`config.mk`:
```
export PLATFORM = sky130hd
export DESIGN_NAME = bank_decoder
export DESIGN_NICKNAME = d
export VERILOG_FILES = /design/src/rtl/bank_dec_pkg.sv /design/src/rtl/bank_cfg_regs.sv /design/src/rtl/bank_match.sv /design/src/rtl/bank_route.sv /design/src/rtl/bank_decoder.sv
export SDC_FILE = /design/constraint.sdc
export NUM_CORES = 1
export LEC_CHECK = 0
export ABC_AREA = 1
export CAP_MARGIN = 10
export CORE_MARGIN = 4
export CORE_UTILIZATION = 39
export DETAILED_ROUTE_END_ITERATION = 10
export DONT_BUFFER_PORTS = 1
export GPL_TIMING_DRIVEN = 0
export HOLD_SLACK_MARGIN = 0.03
export SLEW_MARGIN = 20
export SYNTH_ARGS = -nofsm -noshare
export SYNTH_HDL_FRONTEND = slang
export SYNTH_HIERARCHICAL = 1
export SYNTH_SLANG_ARGS = --single-unit
export TNS_END_PERCENT = 50
```
`constraint.sdc`:
```
create_clock -name clk -period 3.6 [get_ports clk]
set_clock_uncertainty 0.05 [all_clocks]
set_input_delay 0 -clock clk [delete_from_list [all_inputs] [get_ports clk]]
set_output_delay 0 -clock clk [all_outputs]
set_load 0.01 [all_outputs]
```
`src/rtl/bank_dec_pkg.sv`:
```
// Shared types for the bank decoder: machine-select codes, the per-bank
// configuration record and helpers mapping a code to its machine and bus.
package bank_dec_pkg;
    localparam int FIELD_W  = 17;
    localparam int NUM_MACH = 5;
    localparam int CFG_DW   = FIELD_W + 4;

    typedef enum logic [2:0] {
        MS_SDR_SYS = 3'd0,
        MS_SDR_LOC = 3'd1,
        MS_CS_SYS  = 3'd2,
        MS_CS_LOC  = 3'd3,
        MS_PM0     = 3'd4,
        MS_PM1     = 3'd5,
        MS_PM2     = 3'd6,
        MS_RSVD    = 3'd7
    } msel_e;

    typedef struct packed {
        logic               valid;
        msel_e              msel;
        logic [FIELD_W-1:0] base;
        logic [FIELD_W-1:0] mask;
    } bank_cfg_t;

    // One-hot machine vector for a select code (zero for reserved).
    function automatic logic [NUM_MACH-1:0] msel_to_grant(input msel_e m);
        case (m)
            MS_SDR_SYS, MS_SDR_LOC: msel_to_grant = 5'b00001;
            MS_CS_SYS,  MS_CS_LOC:  msel_to_grant = 5'b00010;
            MS_PM0:                 msel_to_grant = 5'b00100;
            MS_PM1:                 msel_to_grant = 5'b01000;
            MS_PM2:                 msel_to_grant = 5'b10000;
            default:                msel_to_grant = 5'b00000;
        endcase
    endfunction

    // True when a bank with this select code lives on the local bus.
    function automatic logic msel_on_local(input msel_e m, input logic [2:0] pm_loc);
        case (m)
            MS_SDR_LOC, MS_CS_LOC: msel_on_local = 1'b1;
            MS_PM0:                msel_on_local = pm_loc[0];
            MS_PM1:                msel_on_local = pm_loc[1];
            MS_PM2:                msel_on_local = pm_loc[2];
            default:               msel_on_local = 1'b0;
        endcase
    endfunction
endpackage

```
`src/rtl/bank_cfg_regs.sv`:
```
// Per-bank configuration storage. Word 0 of a bank carries valid, select
// and base; word 1 carries the mask. Assumes writes to bank indices at or
// above NUM_BANKS are simply dropped.
module bank_cfg_regs
    import bank_dec_pkg::*;
#(
    parameter int NUM_BANKS = 12,
    parameter int CFG_AW    = 5
) (
    input  logic                        clk,
    input  logic                        rst_n,
    input  logic                        we,
    input  logic [CFG_AW-1:0]           waddr,
    input  logic [CFG_DW-1:0]           wdata,
    output bank_cfg_t [NUM_BANKS-1:0]   cfg
);
    generate
        for (genvar b = 0; b < NUM_BANKS; b++) begin : g_bank
            bank_cfg_t q;
            logic      sel;

            assign sel    = we && (waddr[CFG_AW-1:1] == (CFG_AW-1)'(b));
            assign cfg[b] = q;

            // Load the addressed word of this bank; reset leaves it invalid.
            always_ff @(posedge clk) begin
                if (!rst_n) begin
                    q <= '0;
                end else if (sel) begin
                    if (!waddr[0]) begin
                        q.valid <= wdata[CFG_DW-1];
                        q.msel  <= msel_e'(wdata[FIELD_W+2:FIELD_W]);
                        q.base  <= wdata[FIELD_W-1:0];
                    end else begin
                        q.mask  <= wdata[FIELD_W-1:0];
                    end
                end
            end
        end
    endgenerate
endmodule

```
`src/rtl/bank_match.sv`:
```
// Parallel masked compare of the request tag against all banks followed by
// a lowest-index priority pick. Assumes the reserved select code disables
// a bank just like a cleared valid bit.
module bank_match
    import bank_dec_pkg::*;
#(
    parameter int NUM_BANKS = 12,
    parameter int IDX_W     = 4
) (
    input  logic                        clk,
    input  logic                        rst_n,
    input  bank_cfg_t [NUM_BANKS-1:0]   cfg,
    input  logic [FIELD_W-1:0]          tag,
    output logic [NUM_BANKS-1:0]        hit_vec,
    output logic                        any_hit,
    output logic [IDX_W-1:0]            win_idx
);
    generate
        for (genvar b = 0; b < NUM_BANKS; b++) begin : g_cmp
            assign hit_vec[b] = cfg[b].valid && (cfg[b].msel != MS_RSVD)
                                && ((tag & cfg[b].mask) == cfg[b].base);
        end
    endgenerate

    // Priority pick: scan downward so the lowest hitting index is kept.
    always_comb begin
        any_hit = 1'b0;
        win_idx = '0;
        for (int i = NUM_BANKS - 1; i >= 0; i--) begin
            if (hit_vec[i]) begin
                any_hit = 1'b1;
                win_idx = IDX_W'(i);
            end
        end
    end

    a_r3_winner_hits: assert property (@(posedge clk) disable iff (!rst_n)
        any_hit |-> hit_vec[win_idx]);
    a_r3_no_lower_hit: assert property (@(posedge clk) disable iff (!rst_n)
        any_hit |-> ((hit_vec & ~({NUM_BANKS{1'b1}} << win_idx)) == '0));
    a_r8_none_means_idle: assert property (@(posedge clk) disable iff (!rst_n)
        (hit_vec == '0) |-> !any_hit);
endmodule

```
`src/rtl/bank_route.sv`:
```
// Bus routing for a decoded winner: system-bus requests are always
// serviced (on the bank's bus); local-bus requests that win a system-bus
// bank are dropped. Purely combinational.
module bank_route
    import bank_dec_pkg::*;
(
    input  logic                  any_hit,
    input  msel_e                 win_msel,
    input  logic                  req_local,
    input  logic [2:0]            pm_loc,
    output logic                  accept,
    output logic                  tgt_local,
    output logic [NUM_MACH-1:0]   mach
);
    logic bank_local;

    // Decide acceptance, the servicing bus and the machine to own the cycle.
    always_comb begin
        bank_local = msel_on_local(win_msel, pm_loc);
        accept     = any_hit && !(req_local && !bank_local);
        tgt_local  = bank_local;
        mach       = accept ? msel_to_grant(win_msel) : '0;
    end
endmodule

```
`src/rtl/bank_decoder.sv`:
```
// Top of the bank decoder: configuration storage, parallel match, bus
// routing and the ownership register that holds a grant until the cycle
// finishes. Assumes one request strobe per access and that requests seen
// while a grant is held may be discarded by the requester's protocol.
module bank_decoder
    import bank_dec_pkg::*;
#(
    parameter int NUM_BANKS = 12,
    parameter int ADDR_W    = 32,
    parameter int IDX_W     = $clog2(NUM_BANKS),
    parameter int CFG_AW    = IDX_W + 1
) (
    input  logic                  clk,
    input  logic                  rst_n,
    input  logic                  cfg_we,
    input  logic [CFG_AW-1:0]     cfg_addr,
    input  logic [CFG_DW-1:0]     cfg_wdata,
    input  logic [2:0]            upm_local,
    input  logic                  req,
    input  logic                  req_local,
    input  logic [ADDR_W-1:0]     req_addr,
    input  logic                  cycle_done,
    output logic [NUM_MACH-1:0]   grant,
    output logic [IDX_W-1:0]      hit_bank,
    output logic                  tgt_local,
    output logic                  no_match
);
    localparam int LOW_W = ADDR_W - FIELD_W;

    bank_cfg_t [NUM_BANKS-1:0] cfg;
    logic [NUM_BANKS-1:0]      hit_vec;
    logic                      any_hit;
    logic [IDX_W-1:0]          win_idx;
    logic                      accept;
    logic                      route_local;
    logic [NUM_MACH-1:0]       mach;
    logic                      unused_low;

    logic                      busy_q;
    logic [NUM_MACH-1:0]       grant_q;
    logic [IDX_W-1:0]          bank_q;
    logic                      local_q;
    logic                      miss_q;

    assign unused_low = ^req_addr[LOW_W-1:0];

    bank_cfg_regs #(.NUM_BANKS(NUM_BANKS), .CFG_AW(CFG_AW)) u_regs (
        .clk   (clk),
        .rst_n (rst_n),
        .we    (cfg_we),
        .waddr (cfg_addr),
        .wdata (cfg_wdata),
        .cfg   (cfg)
    );

    bank_match #(.NUM_BANKS(NUM_BANKS), .IDX_W(IDX_W)) u_match (
        .clk     (clk),
        .rst_n   (rst_n),
        .cfg     (cfg),
        .tag     (req_addr[ADDR_W-1:LOW_W]),
        .hit_vec (hit_vec),
        .any_hit (any_hit),
        .win_idx (win_idx)
    );

    bank_route u_route (
        .any_hit   (any_hit),
        .win_msel  (cfg[win_idx].msel),
        .req_local (req_local),
        .pm_loc    (upm_local),
        .accept    (accept),
        .tgt_local (route_local),
        .mach      (mach)
    );

    // Ownership register: capture on an idle request, hold, release on done.
    always_ff @(posedge clk) begin
        if (!rst_n) begin
            busy_q  <= 1'b0;
            grant_q <= '0;
            bank_q  <= '0;
            local_q <= 1'b0;
            miss_q  <= 1'b0;
        end else begin
            miss_q <= 1'b0;
            if (busy_q) begin
                if (cycle_done) begin
                    busy_q  <= 1'b0;
                    grant_q <= '0;
                    bank_q  <= '0;
                    local_q <= 1'b0;
                end
            end else if (req) begin
                if (accept) begin
                    busy_q  <= 1'b1;
                    grant_q <= mach;
                    bank_q  <= win_idx;
                    local_q <= route_local;
                end else begin
                    miss_q  <= 1'b1;
                end
            end
        end
    end

    assign grant     = grant_q;
    assign hit_bank  = bank_q;
    assign tgt_local = local_q;
    assign no_match  = miss_q;

    a_r4_grant_onehot: assert property (@(posedge clk) disable iff (!rst_n)
        $onehot0(grant));
    a_r8_miss_no_grant: assert property (@(posedge clk) disable iff (!rst_n)
        no_match |-> (grant == '0));
    a_r9_idle_stays_idle: assert property (@(posedge clk) disable iff (!rst_n)
        (!busy_q && !req) |=> ((grant == '0) && !no_match));
    a_r10_hold_grant: assert property (@(posedge clk) disable iff (!rst_n)
        (busy_q && !cycle_done) |=> ($stable(grant) && $stable(hit_bank) && $stable(tgt_local)));
    a_r10_no_miss_while_owned: assert property (@(posedge clk) disable iff (!rst_n)
        (busy_q && !cycle_done) |=> !no_match);
    a_r11_release: assert property (@(posedge clk) disable iff (!rst_n)
        (busy_q && cycle_done) |=> (grant == '0));
endmodule

```
======== Word-level counts from Yosys, hierarchy flattened ========
Index checks and enable logic that the tools add are counted.
storage, ports and cells
  register bits ........................... 468
  logic and storage cells ................. 229
  bits of input ports ..................... 67
  output and inout bits ................... 11
operators by class
  reductions and logical operators ........ 73
  magnitude comparators ................... 1
  bitwise operators ....................... 15
  eq/ne operators ......................... 42
  muxes and demuxes ....................... 45
operators with widths
  cell                                                                   count
  17-bit AND                                                             12
  17-bit == test                                                         12
  38-bit binary-select mux with 4-bit select                             1
  4-bit 2-to-1 mux                                                       16
  2-bit AND reduction                                                    24
  1-bit logical AND                                                      38
  37-bit 2-to-1 mux                                                      1
  3-bit inequality test (second input constant)                          12
  5-bit one-hot mux with 5 select lines                                  1
  1-bit 2-to-1 mux                                                       21
  5-bit 2-to-1 mux                                                       4
  4-bit by 3-bit == test with 1-bit output (second input constant)       4
  4-bit == test (second input constant)                                  4
  3-bit == test (second input constant)                                  3
  4-bit by 2-bit == test with 1-bit output (second input constant)       2
  3-bit by 2-bit == test with 1-bit output (second input constant)       2
  2-bit OR reduction                                                     3
  4-bit by 5-bit < comparator with 1-bit output (second input constant)  1
  4-bit by 1-bit == test with 1-bit output (second input constant)       1
  4-bit logical NOT                                                      1
  1-bit one-hot mux with 4 select lines                                  1
  2-bit nonzero test                                                     2
  3-bit by 1-bit == test with 1-bit output (second input constant)       1
  3-bit logical NOT                                                      1
  other kinds (5)                                                        8

======== Logic depth before layout (Yosys ltp) ========
Gate-level depths: netlist (run 1).
  depth after elaboration ................. 27
  depth in mapped cells ................... 36
  mapped depth without buffers ............ 36

======== By module ========
The synthesis (run 1) kept the hierarchy.
by module, submodules not included
  module         area each (µm²)  instances  sequential area each (µm²)  cells an instance
  bank_cfg_regs  19,238.5         1          9,128.8                     2,433
  bank_match     3,841.2          1          0.0                         726
  bank_decoder   897.1            1          240.2                       154
  bank_route     117.6            1          0.0                         25

======== Least setup slack after synthesis (run 1) ========
OpenSTA, ideal clock, no wires.
  path type ............................... register to register
  from .................................... register u_regs.g_bank[5].q, in the netlist u_regs/cfg[203]
  to ...................................... register grant_q[0], in the netlist grant[0]
  clock period less this slack ............ 3.109 ns
  data arrival time ....................... 2.927 ns
  slack ................................... 0.491 ns
  setup time .............................. 0.132 ns
  stages on the path, launching flop included .. 29
  path buffers ............................ 3
  data required time ...................... 3.418 ns
  path through ............................ dfxtp_1 nand2_2 xnor2_1 or2_0 nor4_2 nand3_1 nand2_1 nand2_1 nand2_1 nand2_1 a21oi_2 buf_6 buf_12 nand2_1 nand3_1 nand3_1 nand3_1 nand2_1 nor2_1 nand3_1 nand2_1 nor2_2 nand2_2 nand2_4 inv_1 nand3_2 buf_4 nand3_1 a21oi_1
on the way
  word-level cells in the longest chain between the ends .. 20
  elaborated cells on any way between the ends .. 38
  classes of those cells .................. eq/ne (7); mux (19); bitwise (1); reduce/logical (11)
ends and longest elaborated chain
  element                                                                                                      line                 source
  start, declared                                                                                              bank_cfg_regs.sv:19  bank_cfg_t q;
  17-bit AND (*)                                                                                               bank_match.sv:21     && ((tag & cfg[b].mask) == cfg[b].base);
  17-bit == test (*)                                                                                           bank_match.sv:21
  1-bit logical AND (*)                                                                                        bank_match.sv:21
  4-bit 2-to-1 mux (*) (6 in series)                                                                           bank_match.sv:30     if (hit_vec[i]) begin
  net win_idx[0]                                                                                               bank_decoder.sv:33   logic [IDX_W-1:0] win_idx;
  38-bit binary-select mux with 4-bit select (*)                                                               bank_decoder.sv:68   .win_msel (cfg[win_idx].msel),
  37-bit 2-to-1 mux (not written as such) (*)                                                                  bank_decoder.sv:68
  3-bit by 1-bit == test with 1-bit output / 3-bit by 2-bit == test with 1-bit output (equally long branches)  bank_dec_pkg.sv:40   case (m)
  2-bit OR reduction                                                                                           bank_dec_pkg.sv:40
  1-bit one-hot mux with 4 select lines (*)                                                                    bank_dec_pkg.sv:40
  1-bit logical NOT (*)                                                                                        bank_route.sv:20     accept = any_hit && !(req_local && !bank_local);
  1-bit logical AND (*)                                                                                        bank_route.sv:20
  1-bit logical NOT (*)                                                                                        bank_route.sv:20
  1-bit logical AND (*)                                                                                        bank_route.sv:20
  net accept                                                                                                   bank_decoder.sv:34   logic accept;
  2-bit nonzero test (no line) (*)                                                                             n/a
  3-bit AND reduction (no line) (*)                                                                            n/a
  end signal, assigned                                                                                         bank_decoder.sv:96   grant_q <= mach;
  end, declared                                                                                                bank_decoder.sv:40   logic [NUM_MACH-1:0] grant_q;
The timed path passes the listed nets; every way through them passes the cells marked *. The select of a mux whose other input is x is not followed.
A chain may end at the register's enable or synchronous reset.

======== Worst setup path after layout (run 1) ========
  from .................................... register u_regs.g_bank[5].q, in the netlist u_regs/cfg[206]
  to ...................................... register grant_q[4], in the netlist grant[4]
Same word-level chain as after synthesis.

==> results by group, run 1 <==
Detailed routing
  – Total number of vias: between 20000 and 25000
  – Routed WL: between 90000 and 100000 um
  – Router iterations before antenna repair: 7
  – 1st-iter DRT viols: 2275
  – ANT nets after route: 0
  – DRC Markers: 0
  – Routed len/inst: between 20 and 25 um
  – Vias per cell: about 5.6

Setup path
  – Reg-to-reg critical path startpoint: u_regs/cfg[206]$_SDFFE_PN0P_
  – CP max FO: 6
  – Data arrival, critical path: approximately 4.3 ns
  – Critical Path, Cell by Cell: nand2_1 > xnor2_1 > nor4_1 > nand3_2 > buf_4 > and3_4 > nor3_4 > inv_1 > nand3_1 > nand3_2 > nand2_4 > inv_2 > nand4_1 > nand2_1 > nor2_2 > nand2_2 > nand2_4 > inv_4 > nand3_4 > buf_6 > nand3_2 > a21oi_2
  – Worst Reg2Reg Path Length in Cells: 22
  – Critical path capture point type: register
  – Delay-heaviest family, CP: simple AND/OR/NAND/NOR gates
  – Worst Path Required: between 4 and 5 ns
  – Worst setup path class: register to register
  – Most used cell, CP: nand3_2
  – Worst Setup SP: u_regs/cfg[206]$_SDFFE_PN0P_
  – Crit path launch type: register
  – CP peak stage delay: roughly 0.42 ns
  – CP bufs+invs: 5
  – Levels on crit path: 22
  – CP max-delay cell: nor4_1

Yosys
  – Cell Area, Synth: 24100 um2
  – Post-synthesis net count: 3400
  – Ys Warns: 6
  – Mapped Cells: 3333
  – Mapped Avg Cell Area: 7.22 um2

Global routing
  – Vias in the first global route: 22000
  – Global routing usage on met1: 37.8%
  – First-pass GRT wire length: around 140000 um
  – GRT Util Overall: a little over a quarter
  – Grt ovf: 0
  – Initial antenna violation count: 10
  – Pin count of the biggest net entering global routing: 15
  – Grt met2 use: 42.3%
  – M3 GR Usage: approximately 4.6%
  – GR peak layer: met2

Cells and area
  – Share of cells above drive strength 1: ~11%
  – Nets@finish: between 3000 and 4000
  – Commonest non-fill, non-tap cell in the layout: nand2_1
  – Layout fillers: 6156
  – Commonest cells after routing, fill and taps aside: nand2_1 (881), nand4_1 (469), dfxtp_1 (449)
  – Area delta synth->final: 15.2%

Worst hold path
  – Hold Path Cell Cnt: 3
  – Min-delay src: rst_n
  – HP Class: primary input to register

Run
  – Max Cap Violations: 0

Floorplanning
  – Standard-cell rows: 90
  – Initial core utilization: roughly two fifths
  – Die area: around 66000 um2
  – I/O pins: 78
  – Die width: around 260 um
  – Die height: around 260 um
  – Core ar.: about 61000 um2

Power and ir drop
  – Total power: between 0.01 and 0.015 W
  – Worst vdd ir: 0.416 mV
  – Leakage: 9.91 nW
  – Power Density: 436 nW/um2

Timing
  – Fmax: between 0.2 and 0.3 GHz
  – # setup viols final: 11
  – Slew HR: between 15 and 20%
  – Slew Viols, Final: 0
  – Fin crit period: roughly 3.8 ns
  – RSZ-0062 raised after global routing: true
  – Final period util: 104%
  – Final WS setup: -0.155 ns
  – Worst Tran Pin Value: 1.22 ns
  – Final hold violation count: 0

Clock tree
  – Reg clk slew, reported paths: roughly 0.06 ns
  – H-tree Lvls: 2
  – CTS root buf: clkbuf_16
  – CTS tree: done
  – TritonCTS Buffers: between 50 and 60
  – Worst-case clock buffer depth: 3
  – Clk_lat worst skew: a little over 0.6 ns
  – Clock Sinks: approximately 470

Outcome
  – Status: finished, violations left
  – Failing checks: setup timing

Placed design
  – Post-Place Worst Slack: -0.699 ns
  – Port Buffers: 0
  – RD Place Congestion: between 0.9 and 1
  – HPWL Detailed: ~64000 um
path summary, 6_finish.rpt:
path                           endpoint  slack (ns)
setup / recovery  grant[4]$_SDFFE_PN0P_       -0.16
hold / removal    grant[3]$_SDFFE_PN0P_        0.07
setup reg to reg  grant[4]$_SDFFE_PN0P_       -0.16
hold reg to reg     no_match$_SDFF_PP0_        0.39
what timing repair did:
item,in CTS,in global routing
hold buffers,30,0
gates cloned,2,2
pin swaps,11,44
setup endpoints to repair,12,12
resized for setup,34,77
hold endpoints to repair,395,0
buffers inserted,7,11
worst register-to-register path: cells and delay by family (launching register included):
family,cells,cell delay [ns]
AOI/OAI and AO/OA,1,0.13
buffers and inverters,5,0.62
DFF,1,0.33
and+or+nand+nor,15,2.36
xor gates and xnor gates,1,0.18
layout make-up:
cell class | instances | area [um2] | area share [%]
inverters | 254 | 956 | 3.45
flip-flops and latches | 468 | 9400 | 33.9
clock buffers | 83 | 1630 | 5.88
well taps | 782 | 978 | 3.53
diodes | 5 | 12.5 | 0.0451
repair buffers | 51 | 465 | 1.68
multi-input cells | 2306 | 12600 | 45.5
plain buffers | 306 | 1470 | 5.31
clock inverters | 16 | 208 | 0.749
power breakdown:
part           switching (W)  leakage (nW)  internal [W]  total (W)
Clock                0.00232         0.903       0.00340    0.00571
Sequential         0.0000297          3.78       0.00522    0.00525
Combinational       0.000857          5.23      0.000283    0.00114
flip-flops by register name (all words and copies together) (netlist names):
register,count
grant,5
u_regs/cfg,456
busy_q,1
hit_bank,4
tgt_local,1
no_match,1
through the flow:
step,cell area (um2),hold WS (ns),setup TNS [ns],util [%],instances
floorplan,24100,0.0683,0,-,3333
global placement,25100,0.0773,-8.76,41.3,4115
detailed placement,25100,0.0770,-7.84,41.3,4115
CTS,27400,0.0353,0,45.1,4253
global route,27700,0.0625,-3.69,45.7,4268
finish,27700,0.0745,-1.30,45.7,4271
per-layer routing:
| metal | vias to the layer above | part of all wire, % |
|---|---|---|
| met4 | 10 | 4.1 |
| met5 | - | 0.066 |
| met1 | 11300 | 43 |
| met2 | 1007 | 44 |
| li1 | 11400 | - |
| met3 | 196 | 9.1 |
Note: power is estimated with default switching activity, not from simulation.
==> inputs of run 2 (changes only) <==
Clock period 3.6 ns to 3.5 ns, I/O delays scaled along.
==> results by group, run 2 (synthesized netlist as in run 1, its figures left out) <==
Setup path
  – Worst Path Required: ~4 ns
  – Worst setup path class: register to register
  – Levels on crit path: 36
  – Worst Reg2Reg Path Length in Cells: 36
  – Reg-to-reg critical path startpoint: u_regs/cfg[427]$_SDFFE_PN0P_
  – CP max FO: 8
  – Critical Path End: tgt_local$_SDFFE_PN0P_
  – Most used cell, CP: nand2_1
  – Crit path launch type: register
  – Delay-heaviest family, CP: simple AND/OR/NAND/NOR gates
  – Data arrival, critical path: ~4.3 ns
  – FF-to-FF setup slack: -0.29 ns
  – Critical path capture point type: register
  – CP max-delay cell: dfxtp_2
  – Reg2reg end: tgt_local$_SDFFE_PN0P_
  – Worst Setup SP: u_regs/cfg[427]$_SDFFE_PN0P_
  – CP bufs+invs: 10
  – CP peak stage delay: between 0.3 and 0.4 ns

Global routing
  – Vias in the first global route: ~22000
  – First-pass GRT wire length: about 140000 um
  – Initial antenna violation count: 10
  – GRT Util Overall: 27.4%
  – Grt ovf: 0
  – Pin count of the biggest net entering global routing: 15

Cells and area
  – Max reg flops: 456
  – Area delta synth->final: 16.2%
  – Register area: roughly 9400 um2
  – Commonest cells after routing, fill and taps aside: nand2_1 (886), nand4_1 (469), dfxtp_1 (445)
  – Layout fillers: just over 6000
  – Nets@finish: between 3000 and 4000
  – Commonest non-fill, non-tap cell in the layout: nand2_1
  – Multi-input gate area: approximately 13000 um2
  – Final Util: about 46%
  – Post-route cell area: 28000 um2
  – Share of cells above drive strength 1: a little under an eighth

Clock tree
  – H-tree Lvls: 2
  – Clock Sinks: 468
  – CTS root buf: clkbuf_16
  – TritonCTS Buffers: 54
  – Worst-case clock buffer depth: 3
  – Clk_lat worst skew: 0.63 ns
  – Reg clk slew, reported paths: around 0.06 ns
  – CTS tree: done

Timing
  – Final WS setup: -0.293 ns
  – Slew HR: approximately 17%
  – Fin crit period: approximately 3.8 ns
  – Fmax: ~0.26 GHz
  – # setup viols final: 12
  – Slew Viols, Final: 0
  – Worst Tran Pin Value: 1.24 ns
  – RSZ-0062 raised after global routing: true
  – Final hold violation count: 0
  – Final period util: 108%

Detailed routing
  – Routed WL: 94200 um
  – 1st-iter DRT viols: about 2500
  – ANT nets after route: 0
  – Total number of vias: between 20000 and 25000
  – Routed len/inst: between 20 and 25 um
  – DRC Markers: 0
  – Vias per cell: ~5.6
  – Router iterations before antenna repair: 6

Floorplanning
  – Die height: 256 um
  – Die area: between 60000 and 70000 um2
  – Initial core utilization: 39.7%
  – Core ar.: 60700 um2
  – I/O pins: 78
  – Standard-cell rows: 90
  – Die width: ~260 um

Placed design
  – Port Buffers: 0
  – Post-DP Area: about 25000 um2
  – RD Place Congestion: roughly 0.94
  – HPWL Detailed: around 64000 um

Run
  – Max Cap Violations: 0

Outcome
  – Failing checks: setup timing
  – Status: finished, violations left

Power and ir drop
  – Power Density: ~450 nW/um2
  – Worst vdd ir: approximately 0.43 mV
  – Leakage: roughly 10 nW

Worst hold path
  – HP Class: primary input to register
-- run 2: changes by cell type in the layout (fill, tap and decap cells not counted), sizes merged --
cell,previous run,this run
buf,182,201
diode,5,4
dlygate4sd3,30,33
-- run 2: per-layer routing --
layer | share of wire, % | up-vias | track usage (%)
li1 | - | 11400 | -
met3 | 9.5 | 218 | 4.50
met5 | 0.051 | - | 0
met4 | 4.3 | 8 | 10.9
met2 | 44 | 1128 | 42.7
met1 | 42 | 11300 | 38.0
-- run 2: what timing repair did --
action | in CTS | in global routing
resized for setup | 78 | 51
setup endpoints to repair | 12 | 12
cloned | 4 | 0
hold endpoints to repair | 395 | 0
hold buffers | 33 | 0
pin swaps | 42 | 42
buffers inserted | 29 | 8
-- run 2: how the worst min path moves through the flow --
stage	slack (ns)	end	from	depth (start not counted)
final	0.08	grant[3]$_SDFFE_PN0P_	rst_n	3
after global placement	0.08	no_match$_SDFF_PP0_	req	2
after floorplan	0.07	no_match$_SDFF_PP0_	req	2
after global routing	0.07	u_regs/cfg[419]$_SDFFE_PN0P_	cfg_wdata[1]	3
after CTS	0.04	grant[3]$_SDFFE_PN0P_	rst_n	3
after detailed placement	0.08	no_match$_SDFF_PP0_	req	2
-- run 2: area by class of cell --
class	count	area share, %
Inverter	254	3.44
Timing Repair Buffer	73	2.35
Buffer	306	5.26
Sequential cell	468	33.6
Antenna cell	4	0.0358
Tap cell	782	3.50
Clock buffer	83	5.83
Multi-Input combinational cell	2306	45.2
Clock inverter	16	0.743
-- run 2: where the power goes --
part | internal (W) | switching [W]
registers | 0.00537 | 0.0000307
clock network | 0.00349 | 0.00238
logic | 0.000307 | 0.000890
total | 0.00917 | 0.00331
-- run 2: worst register-to-register path, delay by kind of cell, from the launching register on --
kind | cells | cell delay [ns]
AOI/OAI and AO/OA | 4 | 0.63
buffers and inverters | 10 | 0.99
DFF | 1 | 0.34
and+or+nand+nor | 22 | 1.72
-- run 2: stage by stage --
stage	setup WS, ns	setup TNS, ns	hold WS, ns	power [W]	instances
2_1_floorplan	0.420	0	0.0683	0.00615	3333
3_3_place_gp	-0.875	-9.96	0.0773	0.00658	4115
3_5_place_dp	-0.799	-9.04	0.0770	0.00659	4115
4_1_cts	-0.0613	-0.477	0.0353	0.0125	4280
5_1_grt	-0.533	-5.95	0.0658	0.0128	4290
6_report	-0.293	-2.76	0.0796	0.0125	4292
